`src/rtl/idx_pkg.sv`:
```
// Shared types for the indexed operand address generator.
// Assumes a 16-bit address space and 8-bit postbyte/extension bytes.
package idx_pkg;
    localparam int AW = 16;
    localparam int BW = 8;
    localparam int NREG = 4;
    localparam int SELW = $clog2(NREG);

    typedef enum logic [2:0] {
        MD_OFF5,
        MD_AUTO,
        MD_IND16,
        MD_CONST,
        MD_ACC
    } idx_mode_e;

    typedef enum logic {
        ST_IDLE,
        ST_WAIT
    } idx_state_e;

    typedef struct packed {
        idx_mode_e       mode;
        logic [SELW-1:0] base_sel;
        logic            post;
        logic [1:0]      ext_len;
        logic            extra;
        logic            indirect;
        logic            illegal;
        logic            wb;
    } idx_dec_t;
endpackage

```
`src/rtl/idx_decode.sv`:
```
// Postbyte classifier: decides the mode, the base register, the number of
// extension bytes, the extra-cycle charge and legality.
// Assumes: purely combinational, inputs valid whenever they are used.
module idx_decode
    import idx_pkg::*;
(
    input  logic [BW-1:0] pb,
    input  logic          restricted,
    output idx_dec_t      dec
);
    // Classify the postbyte into one mode and its side information.
    always_comb begin
        dec          = '0;
        dec.mode     = MD_OFF5;
        dec.base_sel = pb[7:6];
        dec.post     = pb[4];
        if (!pb[5]) begin
            dec.mode = MD_OFF5;
        end else if (pb[7:6] != 2'b11) begin
            dec.mode = MD_AUTO;
            dec.wb   = 1'b1;
        end else begin
            dec.base_sel = pb[4:3];
            if (pb[2:0] == 3'b011) begin
                dec.mode = MD_IND16;
                if (restricted) begin
                    dec.illegal = 1'b1;
                end else begin
                    dec.ext_len  = 2'd2;
                    dec.extra    = 1'b1;
                    dec.indirect = 1'b1;
                end
            end else if (!pb[2]) begin
                dec.mode = MD_CONST;
                if (restricted) begin
                    dec.illegal = 1'b1;
                end else begin
                    dec.ext_len = pb[1] ? 2'd2 : 2'd1;
                    dec.extra   = 1'b1;
                end
            end else begin
                dec.mode = MD_ACC;
                if (pb[1:0] == 2'b11) begin
                    dec.extra    = 1'b1;
                    dec.indirect = 1'b1;
                end
            end
        end
    end
endmodule

```
`src/rtl/idx_agu.sv`:
```
// Address arithmetic: selects the base register, forms the offset for the
// decoded mode, and produces the sum and the direct effective address.
// Assumes: dec comes from idx_decode for the same postbyte; sums wrap.
module idx_agu
    import idx_pkg::*;
(
    input  logic [BW-1:0]          pb,
    input  idx_dec_t               dec,
    input  logic [BW-1:0]          ext_b0,
    input  logic [BW-1:0]          ext_b1,
    input  logic [NREG-1:0][AW-1:0] regs,
    input  logic [BW-1:0]          acc_a,
    input  logic [BW-1:0]          acc_b,
    output logic [AW-1:0]          sum,
    output logic [AW-1:0]          direct_ea
);
    localparam int NIB = 4;
    localparam int OFF5 = 5;

    logic [AW-1:0] base;
    logic [AW-1:0] offset;
    logic [AW-1:0] step;

    // Base register pick.
    assign base = regs[dec.base_sel];

    // Auto-modify step: negative nibble sign-extends, else nibble plus one.
    assign step = pb[3] ? {{(AW-NIB){1'b1}}, pb[NIB-1:0]}
                        : AW'(pb[NIB-1:0]) + AW'(1);

    // Offset for each mode.
    always_comb begin
        unique case (dec.mode)
            MD_OFF5:  offset = {{(AW-OFF5){pb[4]}}, pb[OFF5-1:0]};
            MD_AUTO:  offset = step;
            MD_IND16: offset = AW'({ext_b0, ext_b1});
            MD_CONST: offset = pb[1] ? AW'({ext_b0, ext_b1})
                                     : {{(AW-BW){pb[0]}}, ext_b0};
            MD_ACC: begin
                unique case (pb[1:0])
                    2'b00:   offset = AW'(acc_a);
                    2'b01:   offset = AW'(acc_b);
                    default: offset = AW'({acc_a, acc_b});
                endcase
            end
            default:  offset = '0;
        endcase
    end

    // Modulo-2^AW sum and the post-modify choice.
    assign sum       = base + offset;
    assign direct_ea = (dec.mode == MD_AUTO && dec.post) ? base : sum;
endmodule

```
`src/rtl/idx_addr_gen.sv`:
```
// Top: captures one decode per start pulse, runs the pointer-read handshake
// for indirect modes and presents registered results with a done strobe.
// Assumes: inputs are valid in the start cycle only; start during a
// pending read is ignored; rd_data is valid in the rd_valid cycle.
module idx_addr_gen
    import idx_pkg::*;
(
    input  logic            clk,
    input  logic            rst_n,
    input  logic            start,
    input  logic [7:0]      postbyte,
    input  logic [7:0]      ext_b0,
    input  logic [7:0]      ext_b1,
    input  logic [15:0]     reg_x,
    input  logic [15:0]     reg_y,
    input  logic [15:0]     reg_sp,
    input  logic [15:0]     reg_pc,
    input  logic [7:0]      acc_a,
    input  logic [7:0]      acc_b,
    input  logic            restricted,
    output logic            rd_req,
    output logic [15:0]     rd_addr,
    input  logic            rd_valid,
    input  logic [15:0]     rd_data,
    output logic            done,
    output logic [15:0]     ea,
    output logic            wb_en,
    output logic [1:0]      wb_sel,
    output logic [15:0]     wb_data,
    output logic            extra_cycle,
    output logic            illegal,
    output logic [1:0]      ext_len
);
    idx_dec_t                dec;
    logic [NREG-1:0][AW-1:0] regs;
    logic [AW-1:0]           sum;
    logic [AW-1:0]           direct_ea;

    idx_state_e      state_q;
    logic            done_q;
    logic [AW-1:0]   ea_q;
    logic [AW-1:0]   ptr_q;
    logic            wb_q;
    logic [SELW-1:0] wb_sel_q;
    logic [AW-1:0]   wb_data_q;
    logic            extra_q;
    logic            ill_q;
    logic [1:0]      len_q;

    // Register file view in base-select order (0=X, 1=Y, 2=SP, 3=PC).
    assign regs = {reg_pc, reg_sp, reg_y, reg_x};

    idx_decode u_dec (
        .pb         (postbyte),
        .restricted (restricted),
        .dec        (dec)
    );

    idx_agu u_agu (
        .pb        (postbyte),
        .dec       (dec),
        .ext_b0    (ext_b0),
        .ext_b1    (ext_b1),
        .regs      (regs),
        .acc_a     (acc_a),
        .acc_b     (acc_b),
        .sum       (sum),
        .direct_ea (direct_ea)
    );

    // Capture results on start and sequence the pointer read.
    always_ff @(posedge clk) begin
        if (!rst_n) begin
            state_q   <= ST_IDLE;
            done_q    <= 1'b0;
            ea_q      <= '0;
            ptr_q     <= '0;
            wb_q      <= 1'b0;
            wb_sel_q  <= '0;
            wb_data_q <= '0;
            extra_q   <= 1'b0;
            ill_q     <= 1'b0;
            len_q     <= '0;
        end else begin
            done_q <= 1'b0;
            unique case (state_q)
                ST_IDLE: begin
                    if (start) begin
                        wb_q      <= dec.wb;
                        wb_sel_q  <= dec.base_sel;
                        wb_data_q <= sum;
                        extra_q   <= dec.extra;
                        ill_q     <= dec.illegal;
                        len_q     <= dec.ext_len;
                        if (dec.indirect) begin
                            ptr_q   <= sum;
                            state_q <= ST_WAIT;
                        end else begin
                            ea_q   <= dec.illegal ? '0 : direct_ea;
                            done_q <= 1'b1;
                        end
                    end
                end
                ST_WAIT: begin
                    if (rd_valid) begin
                        ea_q    <= rd_data;
                        done_q  <= 1'b1;
                        state_q <= ST_IDLE;
                    end
                end
                default: state_q <= ST_IDLE;
            endcase
        end
    end

    // Output mapping.
    assign rd_req      = (state_q == ST_WAIT);
    assign rd_addr     = ptr_q;
    assign done        = done_q;
    assign ea          = ea_q;
    assign wb_en       = done_q & wb_q;
    assign wb_sel      = wb_sel_q;
    assign wb_data     = wb_data_q;
    assign extra_cycle = extra_q;
    assign illegal     = ill_q;
    assign ext_len     = len_q;
endmodule

```
`config.mk`:
```
export PLATFORM = sky130hd
export DESIGN_NAME = idx_addr_gen
export DESIGN_NICKNAME = d
export VERILOG_FILES = /design/src/rtl/idx_pkg.sv /design/src/rtl/idx_decode.sv /design/src/rtl/idx_agu.sv /design/src/rtl/idx_addr_gen.sv
export SDC_FILE = /design/constraint.sdc
export NUM_CORES = 1
export LEC_CHECK = 0
export BUFFER_PORTS_ARGS = -buffer_cell sky130_fd_sc_hd__clkbuf_2
export CAP_MARGIN = 20
export CORE_ASPECT_RATIO = 0.9
export CORE_MARGIN = 8
export CORE_UTILIZATION = 50
export CTS_CLUSTER_SIZE = 14
export DETAILED_ROUTE_END_ITERATION = 8
export GPL_ROUTABILITY_DRIVEN = 1
export PLACE_DENSITY = 0.9
export SYNTH_ARGS = -nofsm -noshare
export SYNTH_HDL_FRONTEND = slang
export SYNTH_SLANG_ARGS = --single-unit
```
`constraint.sdc`:
```
create_clock -name clk -period 5.9 [get_ports clk]
set_input_delay 0.59 -clock clk [delete_from_list [all_inputs] [get_ports clk]]
set_output_delay 0.59 -clock clk [all_outputs]
set_load 0.01 [all_outputs]
```
Word-level counts from Yosys, hierarchy flattened
Cells that the tools add are included.
Widths: inputs -> output; s select.
{"block": "classes", "add_sub_neg": 2, "n_mul": 0, "n_div": 0, "n_lt_le_gt_ge": 1, "n_eq_ne": 11, "shift": 0, "mux": 39, "bitwise_logic": 2, "n_reduce_logical": 6}
{"op": "$mux 16", "count": 8}
{"op": "$pmux 16 s5", "count": 1}
{"op": "$pmux 16 s2", "count": 2}
{"op": "$bmux 16 s2", "count": 1}
{"op": "$add 16x16->16", "count": 1}
{"op": "$mux 3", "count": 5}
{"op": "$mux 1", "count": 11}
{"op": "$mux 2", "count": 5}
{"op": "$mux 5", "count": 2}
{"op": "$eq 3x2->1 const B", "count": 3}
{"op": "$ne 2x2->1 const B", "count": 4}
{"op": "$mux 6", "count": 1}
{"op": "$reduce_and 3->1", "count": 2}
{"op": "$add 4x1->5 const B", "count": 1}
{"op": "$mux 4", "count": 1}
{"op": "$pmux 1 s2", "count": 2}
{"op": "$eq 3x1->1 const B", "count": 1}
{"op": "$eq 3x3->1 const B", "count": 1}
{"op": "$logic_not 3->1", "count": 1}
{"op": "$lt 2x3->1 const B", "count": 1}
{"op": "$eq 2x1->1 const B", "count": 1}
{"op": "$eq 2x2->1 const B", "count": 1}
{"op": "$logic_not 2->1", "count": 1}
{"op": "$reduce_and 2->1", "count": 1}
{"op": "other kinds (3)", "count": 3}
{"block": "totals", "ff_bits": 57, "latch_bits": 0, "ram_bits": 0, "mem_bits_ro": 0, "in_bits": 125, "output_inout_bits": 57, "wordCells": 71, "mem_count": 0}

Depth between registers and ports, before layout
Gate-level depths: netlist (run 1).
{"block": "logic_depth", "depth_word": 12, "ltp_mapped": 18, "depth_no_buf": 17}

Cells and area by module
From an unflattened synthesis (run 1), not the netlist that was laid out.
{"block": "unflattened", "cells_unflattened": 523, "area_unflattened_um2": 4465.5}
{"module": "idx_addr_gen", "instances": 1, "cells_per_inst": 272, "area_per_inst_um2": 2388.5, "seq_area_each_um2": 1141.1}
{"module": "idx_agu", "instances": 1, "cells_per_inst": 233, "area_per_inst_um2": 1946.9, "seq_area_each_um2": 0.0}
{"module": "idx_decode", "instances": 1, "cells_per_inst": 18, "area_per_inst_um2": 130.1, "seq_area_each_um2": 0.0}

Worst setup path before layout (run 1)
OpenSTA, ideal clock, no wires.
{"block": "synth_path", "path_kind": "input to register", "startpoint": "input port postbyte[7]", "endpoint": "register ea_q[15], in the netlist ea[15]", "setup_time_ns": 0.071, "arrival_time_ns": 3.861, "required_ns": 5.829, "path_slack_ns": 1.968, "cell_stages": 13, "path_buffers": 2, "cell_sequence": "buf_2 -> nand2_1 -> o21ai_2 -> buf_2 -> mux4_2 -> ha_1 -> a21oi_1 -> o21ai_0 -> a31oi_1 -> a31oi_1 -> o311ai_0 -> nor4b_1 -> o21bai_1"}
{"block": "synth_via", "elab_chain_cells": 11, "elab_cells_between_ends": 24, "cone_classes": "1 x add/sub; 6 x eq/ne; 14 x mux; 3 x reduce/logical"}
{"element": "start, declared", "line_no": "idx_addr_gen.sv:11", "source": "input logic [7:0] postbyte,"}
{"element": "$ne 2x2->1", "line_no": "idx_decode.sv:19", "source": "end else if (pb[7:6] != 2'b11) begin"}
{"element": "$mux 3 / $mux 2 (equally long branches)", "line_no": "idx_decode.sv:19"}
{"element": "$mux 3 / $mux 2 (equally long branches)", "line_no": "idx_decode.sv:17", "source": "if (!pb[5]) begin"}
{"element": "$eq 3x3->1 (tied with other cells)", "line_no": "idx_agu.sv:33", "source": "unique case (dec.mode)"}
{"element": "$pmux 16 s5 / $mux 16 (equally long branches)", "line_no": "idx_agu.sv:33, idx_agu.sv:25"}
{"element": "$add 16x16->16", "line_no": "idx_agu.sv:51", "source": "assign sum = base + offset;"}
{"element": "$mux 16", "line_no": "idx_agu.sv:52", "source": "assign direct_ea = (dec.mode == MD_AUTO && dec.post) ? base : sum;"}
{"element": "$mux 16", "line_no": "idx_addr_gen.sv:99", "source": "ea_q <= dec.illegal ? '0 : direct_ea;"}
{"element": "$mux 16", "line_no": "idx_addr_gen.sv:95", "source": "if (dec.indirect) begin"}
{"element": "$mux 16", "line_no": "idx_addr_gen.sv:88", "source": "if (start) begin"}
{"element": "$pmux 16 s2", "line_no": "idx_addr_gen.sv:86", "source": "unique case (state_q)"}
{"element": "end signal, assigned", "line_no": "idx_addr_gen.sv:99"}
{"element": "end signal, assigned", "line_no": "idx_addr_gen.sv:106", "source": "ea_q <= rd_data;"}
{"element": "end, declared", "line_no": "idx_addr_gen.sv:41", "source": "logic [AW-1:0] ea_q;"}
Parallel ways exist; a longest one is shown, timed or not. The select of a mux whose other input is x is not followed.
A chain may end at the register's enable or synchronous reset.

Worst setup path after layout (run 1)
{"block": "layout_path", "startpoint": "input port postbyte[0]", "endpoint": "register ea_q[15], in the netlist ea[15]"}
{"block": "layout_via", "elab_chain_cells": 12, "elab_cells_between_ends": 31, "cone_classes": "2 x add/sub; 8 x eq/ne; 17 x mux; 4 x reduce/logical"}
{"element": "$eq 3x2->1", "line_no": "idx_decode.sv:24", "source": "if (pb[2:0] == 3'b011) begin"}
{"element": "$mux 3", "line_no": "idx_decode.sv:24"}
{"element": "$mux 3", "line_no": "idx_decode.sv:19"}
{"element": "$mux 3", "line_no": "idx_decode.sv:17"}
{"element": "$eq 3x3->1 (tied with other cells)", "line_no": "idx_agu.sv:33"}
{"element": "$pmux 16 s5", "line_no": "idx_agu.sv:33"}
{"element": "$add 16x16->16", "line_no": "idx_agu.sv:51"}
{"element": "$mux 16", "line_no": "idx_agu.sv:52"}
{"element": "$mux 16", "line_no": "idx_addr_gen.sv:99"}
{"element": "$mux 16", "line_no": "idx_addr_gen.sv:95"}
{"element": "$mux 16", "line_no": "idx_addr_gen.sv:88"}
{"element": "$pmux 16 s2", "line_no": "idx_addr_gen.sv:86"}
Parallel ways exist; a longest one is shown, timed or not. The select of a mux whose other input is x is not followed.

==> results.tsv, run 1 <==
stage	metric	value	unit
run_status	status	completed	
detailed_routing	per-cell routed wire length	19.7	µm
final_layout	final net count	816	
final_layout	commonest non-fill, non-tap cell in the layout	clkbuf_2	
logic_synthesis	Cell variety after synth	55	
setup_path	Worst setup SP type	input port	
logic_synthesis	number of flops mapped to enable cells by yosys	0	
grt	vias in the first global route	4907	
clock_tree	total CTS buffers	9	
place	Post-DP HPWL	12400	µm
grt	global route total overflow	0	
detailed_routing	Routed met3 length	1290	µm
timing	Hold Slack	461	ps
die	# rows	31	
die	Die W	111	µm
detailed_routing	top metal layer carrying routed signals	met4	
logic_synthesis	post-synthesis async set-or-reset flop share	0	%
die	die area	11200	µm²
timing	Max Slew Vio Count	0	
worst_hold_path	Worst Hold Class	flop to flop	
timing	Worst-Margin Slew	853	ps
clock_tree	Clock Sinks	57	
grt	maximum number of pins on one net before global-route repair	44	
timing	worst rel slew slack	43.0	%
clock_tree	clk_lat worst skew	340	ps
detailed_routing	DR DRC count	0	
logic_synthesis	Syn Nets	649	
place	dpl ws	1140	ps
logic_synthesis	Synth Cell Area	4040	µm²
timing	unrepaired setup endpoints after global routing	false	
clock_tree	CTS tree	built	
grt	initial antenna violation count	0	
detailed_routing	met1 wire length	5810	µm
detailed_routing	Iter 0 DRT Violations	412	
final_layout	Finished Layout Cells	773	
place	I/O Buffers	181	
clock_tree	H-Tree Depth	3	
grt	overall routing resource usage	26.1	%
grt	first-pass GRT wire length	23800	µm
power_and_ir_drop	Pwr Density	240	nW/µm²
detailed_routing	via count	4652	
die	Starting Density	50.8	%
place	DP Cell Count	755	
final_layout	Final Util	65.4	%
logic_synthesis	post-synthesis instance total	502	
final_layout	Ant. Diodes	0	
worst_hold_path	min-delay src	wb_data[2]	
setup_path	CP Class	input port to flop	
setup_path	critical path peak fanout	10	
clock_tree	Hold-fix buffers, CTS	0	
setup_path	R2R Path Start	rd_req	
timing	final worst slack	1360	ps
setup_path	r2r setup slk	3140	ps
logic_synthesis	Yosys warnings	0	
die	die height	101	µm
timing	Final Cycle Share	76.9	%
final_layout	Layout area overhead	28.7	%
setup_path	Setup crit end kind	flop	
final_layout	share of cells above drive strength 1	33.2	%
clock_tree	Clock Tree Buf Depth	2	
final_layout	most frequent cells in the layout	clkbuf_2, nand2_1, a21oi_1	
timing	setup TNS	0	ps
detailed_routing	post-route ant nets	0	
logic_synthesis	Main synth FF type	dfxtp_1	
detailed_routing	TritonRoute pass-1 iters	5	
logic_synthesis	sequential area share after synthesis	28.3	%
clock_tree	buffer count from post-CTS setup fixing	0	
power_and_ir_drop	Max IR drop VDD	0.140	mV
place	GP Congestion	0.947	
die	Core Region	7950	µm²
timing	final count of negative-setup-slack endpoints	0	
detailed_routing	Routed WL	15300	µm
power_and_ir_drop	Leakage	2.48	nW
logic_synthesis	Avg Inst Size Synth	8.04	µm²
timing	Clock Skew	5.90	ps
setup_path	CP Data Required Time	6160	ps
timing	achievable frequency	220	MHz
die	Ports	182	
detailed_routing	via/cell ratio	6.02	
clock_tree	Clock Pin Slew Worst Setup and Hold Paths	70	ps
setup_path	critical path data arrival time	4800	ps
logic_synthesis	Synth Register Bits	57	
detailed_routing	met2 wire length	7790	µm
timing	final hold vios	0	
timing	fin crit period	4540	ps
clock_tree	post-CTS resize count	0	
setup_path	Worst setup startpoint	postbyte[0]	
clock_tree	clock root buffer	clkbuf_8	
run	Max-Cap Viols	0	
-- synth_stat cells (3+ instances only) --
master,n,area [µm²]
nand2b_1,7,43.8
a221oi_1,4,35.0
o211ai_1,4,30.0
nor2b_1,5,31.3
nor4_1,3,18.8
nand2_1,70,263
a22oi_1,17,128
a21o_1,4,30.0
and2_1,4,25.0
o21ai_0,27,135
a21oi_1,61,305
o21bai_1,3,22.5
buf_2,3,15.0
and3_1,14,87.6
inv_1,13,48.8
ha_1,21,263
xor2_1,4,35.0
nand3_1,16,80.1
dfxtp_1,57,1140
a31oi_1,6,37.5
o211a_1,3,30.0
mux2i_1,5,50.1
nand3b_1,5,37.5
o21a_1,8,60.1
xnor2_1,6,52.6
o22ai_1,8,50.1
nor2_1,40,150
mux4_2,15,338
or3_1,5,31.3
clkbuf_1,24,90.1
a211oi_1,11,82.6
-- power breakdown --
group / leakage, nW / switching (mW) / internal (mW) / total (mW)
combinational: 1.93 / 0.282 / 0.203 / 0.485
clock: 0.0891 / 0.157 / 0.162 / 0.319
sequential: 0.467 / 0.0219 / 0.422 / 0.444
total: 2.48 / 0.461 / 0.787 / 1.25
-- cell families (layout without fill, tap and decap cells) --
| kind of cell | count (synthesis) | after routing | share of synthesized area [%] |
|---|---|---|---|
| simple gates | 177 | 177 | 21.2 |
| compound gates | 171 | 171 | 27.2 |
| flops | 57 | 57 | 28.3 |
| buf+inv | 44 | 216 | 4.28 |
| fa+ha+maj | 22 | 22 | 7.00 |
| mux | 21 | 21 | 9.89 |
| xor+xnor | 10 | 10 | 2.17 |
-- sequential cells by signal (all words and copies together) (netlist names) --
register,cells
done,1
ea,16
ext_len,2
extra_cycle,1
illegal,1
rd_addr,16
rd_req,1
wb_data,16
wb_q,1
wb_sel,2
-- final timing paths --
check	endpoint	cells after the start
worst min-delay path	wb_data[2]	2
worst max register to register	ea[4]	7
worst min register to register	wb_data[2]	2
worst max-delay path	ea[15]	16
-- final cells by class --
type / count / area (µm²)
repair buffers: 186 / 983
flip-flops and latches: 57 / 1140
fillers: 687 / 2750
clock inverters: 5 / 31.3
clock buffers: 11 / 141
well taps: 99 / 124
multi-input cells: 401 / 2720
inverters: 14 / 52.6
-- stage by stage --
| stage | total power, mW | instance area [µm²] |
|---|---|---|
| final | 1.25 | 5200 |
| after global routing | 1.31 | 5200 |
| after CTS | 1.24 | 5140 |
| after detailed placement | 0.922 | 4970 |
| after global placement | 0.912 | 4970 |
| after floorplan | 0.750 | 4040 |
-- critical path, stage by stage --
cell and delay [ps]:
clkbuf_2 150, ha_1 270, inv_1 70, ha_1 250
nor2b_1 610, nor2_1 270, a22oi_1 260, nand2_1 100
ha_1 400, a21oi_1 130, o21ai_0 120, a31oi_1 280
a31oi_1 180, o311ai_0 610, nor4b_1 340, o21bai_1 160
-- metal layers --
metal / up-vias / global-route usage (%)
li1: 2194 / -
met3: 33 / 7.22
met2: 236 / 47.7
met1: 2189 / 28.6
met4: 0 / 9.23
met5: - / 0
Note: power is estimated with default switching activity, not from simulation.
==> run 2, diff against run 1 <==
--- a/config.mk
+++ b/config.mk
@@ -5,15 +5,16 @@
 export SDC_FILE = /design/constraint.sdc
 export NUM_CORES = 1
 export LEC_CHECK = 0
+export ABC_AREA = 1
 export BUFFER_PORTS_ARGS = -buffer_cell sky130_fd_sc_hd__clkbuf_2
 export CAP_MARGIN = 20
 export CORE_ASPECT_RATIO = 0.9
 export CORE_MARGIN = 8
-export CORE_UTILIZATION = 50
+export CORE_UTILIZATION = 45
 export CTS_CLUSTER_SIZE = 14
 export DETAILED_ROUTE_END_ITERATION = 8
 export GPL_ROUTABILITY_DRIVEN = 1
-export PLACE_DENSITY = 0.9
+export PLACE_DENSITY = 0.84
 export SYNTH_ARGS = -nofsm -noshare
 export SYNTH_HDL_FRONTEND = slang
 export SYNTH_SLANG_ARGS = --single-unit
==> constraint.sdc (replaced) <==
create_clock -name clk -period 3.72 [get_ports clk]
set_input_delay 0.372 -clock clk [delete_from_list [all_inputs] [get_ports clk]]
set_output_delay 0.372 -clock clk [all_outputs]
set_load 0.01 [all_outputs]
==> results.tsv, run 2 <==
stage	metric	value	unit
die	Ports	182	
final_layout	Finished Layout Cells	1045	
worst_hold_path	hold path depth	3	
timing	setup TNS	0	ps
run_status	status	completed	
logic_synthesis	Syn Nets	887	
clock_tree	H-Tree Depth	3	
place	dpl cell area	5590	µm²
timing	unrepaired setup endpoints after global routing	false	
setup_path	R2R Path Start	rd_req	
clock_tree	Clock Pin Slew Worst Setup and Hold Paths	50	ps
setup_path	CP Capture Point	ea[7]	
detailed_routing	TritonRoute pass-1 iters	5	
timing	Clock Skew	7.16	ps
logic_synthesis	Synth Cell Area	4680	µm²
timing	Final Cycle Share	87.7	%
place	dpl ws	154	ps
setup_path	Max stage delay on crit path	440	ps
power_and_ir_drop	combinational share of power	36.5	%
clock_tree	clock root buffer	clkbuf_16	
final_layout	final instance area	5930	µm²
place	I/O Buffers	181	
final_layout	Ant. Diodes	0	
power_and_ir_drop	Psw	0.879	mW
logic_synthesis	Commonest cells post-synth	nand2_1, inv_1, o21ai_0, nor2_1, nand3_1	
logic_synthesis	synth top area cells	dfxtp_1, nand2_1, o21ai_0	
power_and_ir_drop	Leakage	3.18	nW
clock_tree	buffer count from post-CTS setup fixing	0	
die	Starting Density	45.8	%
detailed_routing	via count	5708	
clock_tree	CTS tree	built	
logic_synthesis	number of flops mapped to enable cells by yosys	0	
timing	final count of negative-setup-slack endpoints	0	
logic_synthesis	post-synthesis instance total	740	
detailed_routing	Iter 0 DRT Violations	469	
power_and_ir_drop	Sequential Power Share	28.9	%
setup_path	critical path peak fanout	9	
setup_path	worst-path cell chain	clkbuf_2 > clkinv_1 > ha_1 > inv_1 > o21ai_0 > nand2_1 > nand2_1 > inv_1 > nor3_1 > inv_1 > ha_1 > nand2_1 > nand2_1 > nand3b_1 > nand2_1 > xor2_1 > o21ai_1 > a21oi_1	
final_layout	final net count	1058	
clock_tree	total CTS buffers	9	
power_and_ir_drop	sw frac	36.4	%
timing	Max Slew Vio Count	0	
timing	worst rel slew slack	44.6	%
detailed_routing	DR DRC count	0	
setup_path	Worst setup SP type	input port	
logic_synthesis	area leader, netlist	dfxtp_1	
place	Post-DP HPWL	14500	µm
logic_synthesis	Cell variety after synth	45	
logic_synthesis	most common cell in the netlist	nand2_1	
die	die area	13900	µm²
timing	Worst-Margin Slew	831	ps
setup_path	critical path data arrival time	3520	ps
final_layout	Layout area overhead	26.7	%
detailed_routing	post-route ant nets	0	
clock_tree	clk_lat worst skew	330	ps
logic_synthesis	Synth top area share	24.4	%
timing	final worst slack	457	ps
place	DP Cell Count	1028	
final_layout	most frequent cells in the layout	clkbuf_2, nand2_1, inv_1	
logic_synthesis	Synth Register Bits	57	
timing	fin crit period	3260	ps
setup_path	crit path max-delay cell type	xor2_1	
die	# rows	35	
detailed_routing	Routed WL	17900	µm
detailed_routing	via/cell ratio	5.46	
setup_path	most frequent CP cell	nand2_1	
grt	overall routing resource usage	25.0	%
timing	Hold Slack	334	ps
setup_path	RR Endpoint	wb_data[3]	
run	Max-Cap Viols	0	
logic_synthesis	post-synthesis async set-or-reset flop share	0	%
power_and_ir_drop	Pint	1.53	mW
power_and_ir_drop	Max IR drop VDD	0.210	mV
place	GP Congestion	0.929	
logic_synthesis	sequential area share after synthesis	24.4	%
worst_hold_path	Worst Hold Class	input port to flop	
worst_hold_path	min-delay src	rd_data[3]	
detailed_routing	per-cell routed wire length	17.2	µm
timing	achievable frequency	306	MHz
grt	initial antenna violation count	0	
final_layout	share of cells above drive strength 1	26.9	%
clock_tree	Clock Sinks	57	
setup_path	Setup crit end kind	flop	
setup_path	CP Class	input port to flop	
power_and_ir_drop	Pwr Density	407	nW/µm²
clock_tree	Hold-fix buffers, CTS	0	
grt	first-pass GRT wire length	27500	µm
grt	global route total overflow	0	
timing	final hold vios	0	
grt	vias in the first global route	5423	
logic_synthesis	Yosys warnings	0	
clock_tree	post-CTS resize count	0	
logic_synthesis	Avg Inst Size Synth	6.32	µm²
grt	maximum number of pins on one net before global-route repair	46	
setup_path	CP Data Required Time	3980	ps
setup_path	Worst setup startpoint	postbyte[1]	
final_layout	commonest non-fill, non-tap cell in the layout	clkbuf_2	
die	Die W	123	µm
clock_tree	Clock Tree Buf Depth	2	
die	Core Region	10200	µm²
setup_path	r2r setup slk	1690	ps
die	die height	113	µm
power_and_ir_drop	clock network power share	34.6	%
logic_synthesis	Main synth FF type	dfxtp_1	
setup_path	Worst Reg-to-Reg Cells	9	
run 2: cell types whose count changed in the layout (fill, tap and decap cells not counted), moves of 9 or more:
| cell | previous run | this run |
|---|---|---|
| a211oi_1 | 11 | 0 |
| a22oi_1 | 17 | 0 |
| and3_1 | 14 | 0 |
| clkbuf_16 | 0 | 9 |
| inv_1 | 13 | 84 |
| mux4_2 | 15 | 0 |
| nand2_1 | 70 | 165 |
| nand3_1 | 16 | 63 |
| nor2_1 | 40 | 66 |
| o211ai_1 | 4 | 32 |
| o21ai_0 | 27 | 70 |
| or2_2 | 0 | 10 |
run 2: cells by family (layout without fill, tap and decap cells):
| kind of cell | after synthesis | after routing | share of synthesized area [%] |
|---|---|---|---|
| flip-flops | 57 | 57 | 24.4 |
| AO/OA/AOI/OAI | 193 | 193 | 23.8 |
| buffers and inverters | 124 | 300 | 12.5 |
| AND/OR/NAND/NOR | 337 | 337 | 31.9 |
| XOR/XNOR | 7 | 7 | 1.31 |
| adder cells (fa/ha/maj) | 22 | 22 | 6.05 |
run 2: layer usage:
| metal | part of all wire (%) | track usage, % |
|---|---|---|
| met5 | 0 | 0 |
| met4 | 3.3 | 10.4 |
| met3 | 10 | 5.87 |
| met2 | 46 | 40.8 |
| met1 | 41 | 30.8 |
run 2: worst min-delay path by stage:
stage                 end  slack (ps)
2_1_floorplan  rd_addr[0]         490
3_3_place_gp   rd_addr[0]         450
3_5_place_dp   rd_addr[2]         460
4_1_cts             ea[7]         330
5_1_grt             ea[3]         350
6_report            ea[3]         330
run 2: critical path: cells and delay by family:
family / cells / cell delay (ps)
XOR/XNOR: 1 / 440
adder cells (fa/ha/maj): 2 / 620
AO/OA/AOI/OAI: 3 / 550
buffers and inverters: 5 / 600
AND/OR/NAND/NOR: 7 / 940
run 2: layout make-up:
class	count	area [µm²]
Inverter	91	348
Timing Repair Buffer	193	1020
Multi-Input combinational cell	559	2950
Clock inverter	5	53.8
Tap cell	129	161
Clock buffer	11	253
Fill cell	1013	4280
Sequential cell	57	1140
run 2: power groups by stage:
stage / logic (mW) / clock network, mW / registers, mW
after floorplan: 0.521 / 0 / 0.723
after global placement: 0.846 / 0 / 0.705
after detailed placement: 0.852 / 0 / 0.707
after CTS: 0.860 / 0.838 / 0.696
after global routing: 0.972 / 0.869 / 0.701
final: 0.881 / 0.835 / 0.697
run 2: metrics by stage:
stage / util [%] / power (mW)
final: 58.1 / 2.41
after global routing: 58.1 / 2.54
after CTS: 57.8 / 2.39
after detailed placement: 54.8 / 1.56
after global placement: 54.8 / 1.55
after floorplan: - / 1.24
==> run 3, diff against run 2 <==
--- a/config.mk
+++ b/config.mk
@@ -6,15 +6,15 @@
 export NUM_CORES = 1
 export LEC_CHECK = 0
 export ABC_AREA = 1
-export BUFFER_PORTS_ARGS = -buffer_cell sky130_fd_sc_hd__clkbuf_2
 export CAP_MARGIN = 20
 export CORE_ASPECT_RATIO = 0.9
 export CORE_MARGIN = 8
-export CORE_UTILIZATION = 45
+export CORE_UTILIZATION = 50
 export CTS_CLUSTER_SIZE = 14
 export DETAILED_ROUTE_END_ITERATION = 8
+export DONT_BUFFER_PORTS = 1
 export GPL_ROUTABILITY_DRIVEN = 1
-export PLACE_DENSITY = 0.84
+export PLACE_DENSITY = 0.71
 export SYNTH_ARGS = -nofsm -noshare
 export SYNTH_HDL_FRONTEND = slang
 export SYNTH_SLANG_ARGS = --single-unit
==> constraint.sdc (replaced) <==
create_clock -name clk -period 3.6 [get_ports clk]
set_input_delay 0.36 -clock clk [delete_from_list [all_inputs] [get_ports clk]]
set_output_delay 0.36 -clock clk [all_outputs]
set_load 0.01 [all_outputs]
==> results.tsv, run 3 (synthesized netlist as in run 2, its figures left out) <==
stage	metric	value	unit
setup_path	Worst setup SP type	input port	
power_and_ir_drop	Max IR drop VDD	0.259	mV
worst_hold_path	hold path depth	1	
run_status	status	completed	
setup_path	worst-path cell chain	inv_1 > ha_1 > inv_1 > o21ai_0 > nand2_1 > nand2_1 > inv_1 > nor3_1 > inv_1 > ha_1 > nand2_1 > a21oi_1 > nand2_1 > nand3_1 > nand3_1 > nand3_1 > nand3_1 > nand2_1 > a21oi_2	
grt	overall routing resource usage	26.6	%
clock_tree	Hold-fix buffers, CTS	0	
detailed_routing	Iter 0 DRT Violations	562	
die	Ports	182	
setup_path	crit path max-delay cell type	nor3_1	
die	die area	12700	µm²
setup_path	Max stage delay on crit path	450	ps
place	I/O Buffers	0	
final_layout	final instance area	4880	µm²
clock_tree	Clock Tree Buf Depth	2	
final_layout	share of cells above drive strength 1	8.72	%
power_and_ir_drop	combinational share of power	35.2	%
final_layout	Finished Layout Cells	856	
place	Post-DP HPWL	14500	µm
power_and_ir_drop	Pwr Density	431	nW/µm²
setup_path	most frequent CP cell	nand2_1	
setup_path	Setup crit end kind	flop	
timing	final worst slack	328	ps
setup_path	r2r setup slk	1630	ps
final_layout	most frequent cells in the layout	nand2_1, inv_1, o21ai_0	
timing	setup TNS	0	ps
power_and_ir_drop	clock network power share	29.1	%
power_and_ir_drop	Psw	0.823	mW
detailed_routing	via/cell ratio	5.93	
clock_tree	Clock Pin Slew Worst Setup and Hold Paths	70	ps
place	dpl cell area	4680	µm²
power_and_ir_drop	Pint	1.28	mW
final_layout	final net count	876	
clock_tree	H-Tree Depth	3	
timing	final hold vios	0	
clock_tree	post-CTS resize count	0	
final_layout	commonest non-fill, non-tap cell in the layout	nand2_1	
die	Die W	118	µm
power_and_ir_drop	sw frac	39.1	%
die	Starting Density	51.3	%
timing	Final Cycle Share	90.9	%
detailed_routing	DR DRC count	0	
timing	fin crit period	3270	ps
timing	Max Slew Vio Count	0	
setup_path	CP Class	input port to flop	
clock_tree	clk_lat worst skew	330	ps
place	DP Cell Count	840	
setup_path	critical path data arrival time	3500	ps
clock_tree	total CTS buffers	9	
timing	Worst-Margin Slew	750	ps
detailed_routing	post-route ant nets	0	
detailed_routing	TritonRoute pass-1 iters	5	
setup_path	RR Endpoint	wb_data[14]	
power_and_ir_drop	Sequential Power Share	35.7	%
die	die height	108	µm
timing	Clock Skew	5.49	ps
timing	unrepaired setup endpoints after global routing	false	
clock_tree	clock root buffer	clkbuf_8	
die	Core Region	9130	µm²
grt	first-pass GRT wire length	26700	µm
grt	maximum number of pins on one net before global-route repair	46	
detailed_routing	via count	5077	
place	dpl ws	117	ps
worst_hold_path	Worst Hold Class	input port to flop	
place	GP Congestion	0.965	
clock_tree	Clock Sinks	57	
die	# rows	33	
grt	global route total overflow	0	
clock_tree	buffer count from post-CTS setup fixing	0	
setup_path	Worst Reg-to-Reg Cells	8	
detailed_routing	per-cell routed wire length	20.5	µm
final_layout	Layout area overhead	4.39	%
power_and_ir_drop	Leakage	2.35	nW
setup_path	CP Data Required Time	3830	ps
final_layout	Ant. Diodes	0	
worst_hold_path	worst hold endpoint	rd_req	
grt	initial antenna violation count	0	
grt	vias in the first global route	4640	
detailed_routing	Routed WL	17600	µm
run	Max-Cap Viols	0	
setup_path	R2R Path Start	rd_req	
final_layout	Final Util	53.5	%
clock_tree	CTS tree	built	
timing	worst rel slew slack	50.0	%
worst_hold_path	min-delay src	rst_n	
timing	final count of negative-setup-slack endpoints	0	
timing	achievable frequency	306	MHz
setup_path	critical path peak fanout	9	
==> run 3: power by group through the flow <==
stage          combinational [mW]  clock [mW]  sequential (mW)
2_1_floorplan               0.539           0            0.747
3_3_place_gp                0.708           0            0.767
3_5_place_dp                0.718           0            0.767
4_1_cts                     0.722       0.621            0.754
5_1_grt                     0.826       0.647            0.758
6_report                    0.740       0.612            0.752
==> run 3: critical path: cells and delay by family <==
family | cells | cell delay [ps]
AOI/OAI and AO/OA | 3 | 500
adders and majority gates | 2 | 670
buffers and inverters | 4 | 430
and+or+nand+nor | 10 | 1520
==> run 3: worst max path at each step <==
stage | from | endpoint | slack, ps | depth (start not counted)
5_1_grt | postbyte[0] | ea[13] | 10 | 20
3_5_place_dp | postbyte[0] | ea[13] | 120 | 19
2_1_floorplan | postbyte[1] | ea[10] | 470 | 17
4_1_cts | postbyte[0] | ea[13] | 470 | 19
3_3_place_gp | postbyte[0] | ea[13] | 60 | 19
6_report | postbyte[0] | ea[13] | 330 | 19
==> run 3: through the flow <==
stage | hold WS [ps] | power [mW]
final | 165 | 2.10
after floorplan | 486 | 1.29
after global routing | 161 | 2.23
after detailed placement | 490 | 1.49
after CTS | 145 | 2.10
after global placement | 490 | 1.48
==> run 3: area by class of cell <==
class                           instances  area (µm²)
Clock inverter                          5        53.8
Multi-Input combinational cell        559        2950
Inverter                               91         348
Clock buffer                           11         151
Sequential cell                        57        1140
Fill cell                             944        4240
Timing Repair Buffer                   11        82.6
Tap cell                              122         153
==> run 3: metal layers <==
metal	vias to the layer above	GRT usage (%)	part of all wire, %
li1	2444	-	-
met1	2344	34.0	42
met2	264	43.7	46
met3	25	7.50	9.3
met4	0	6.39	1.9
met5	-	0	0
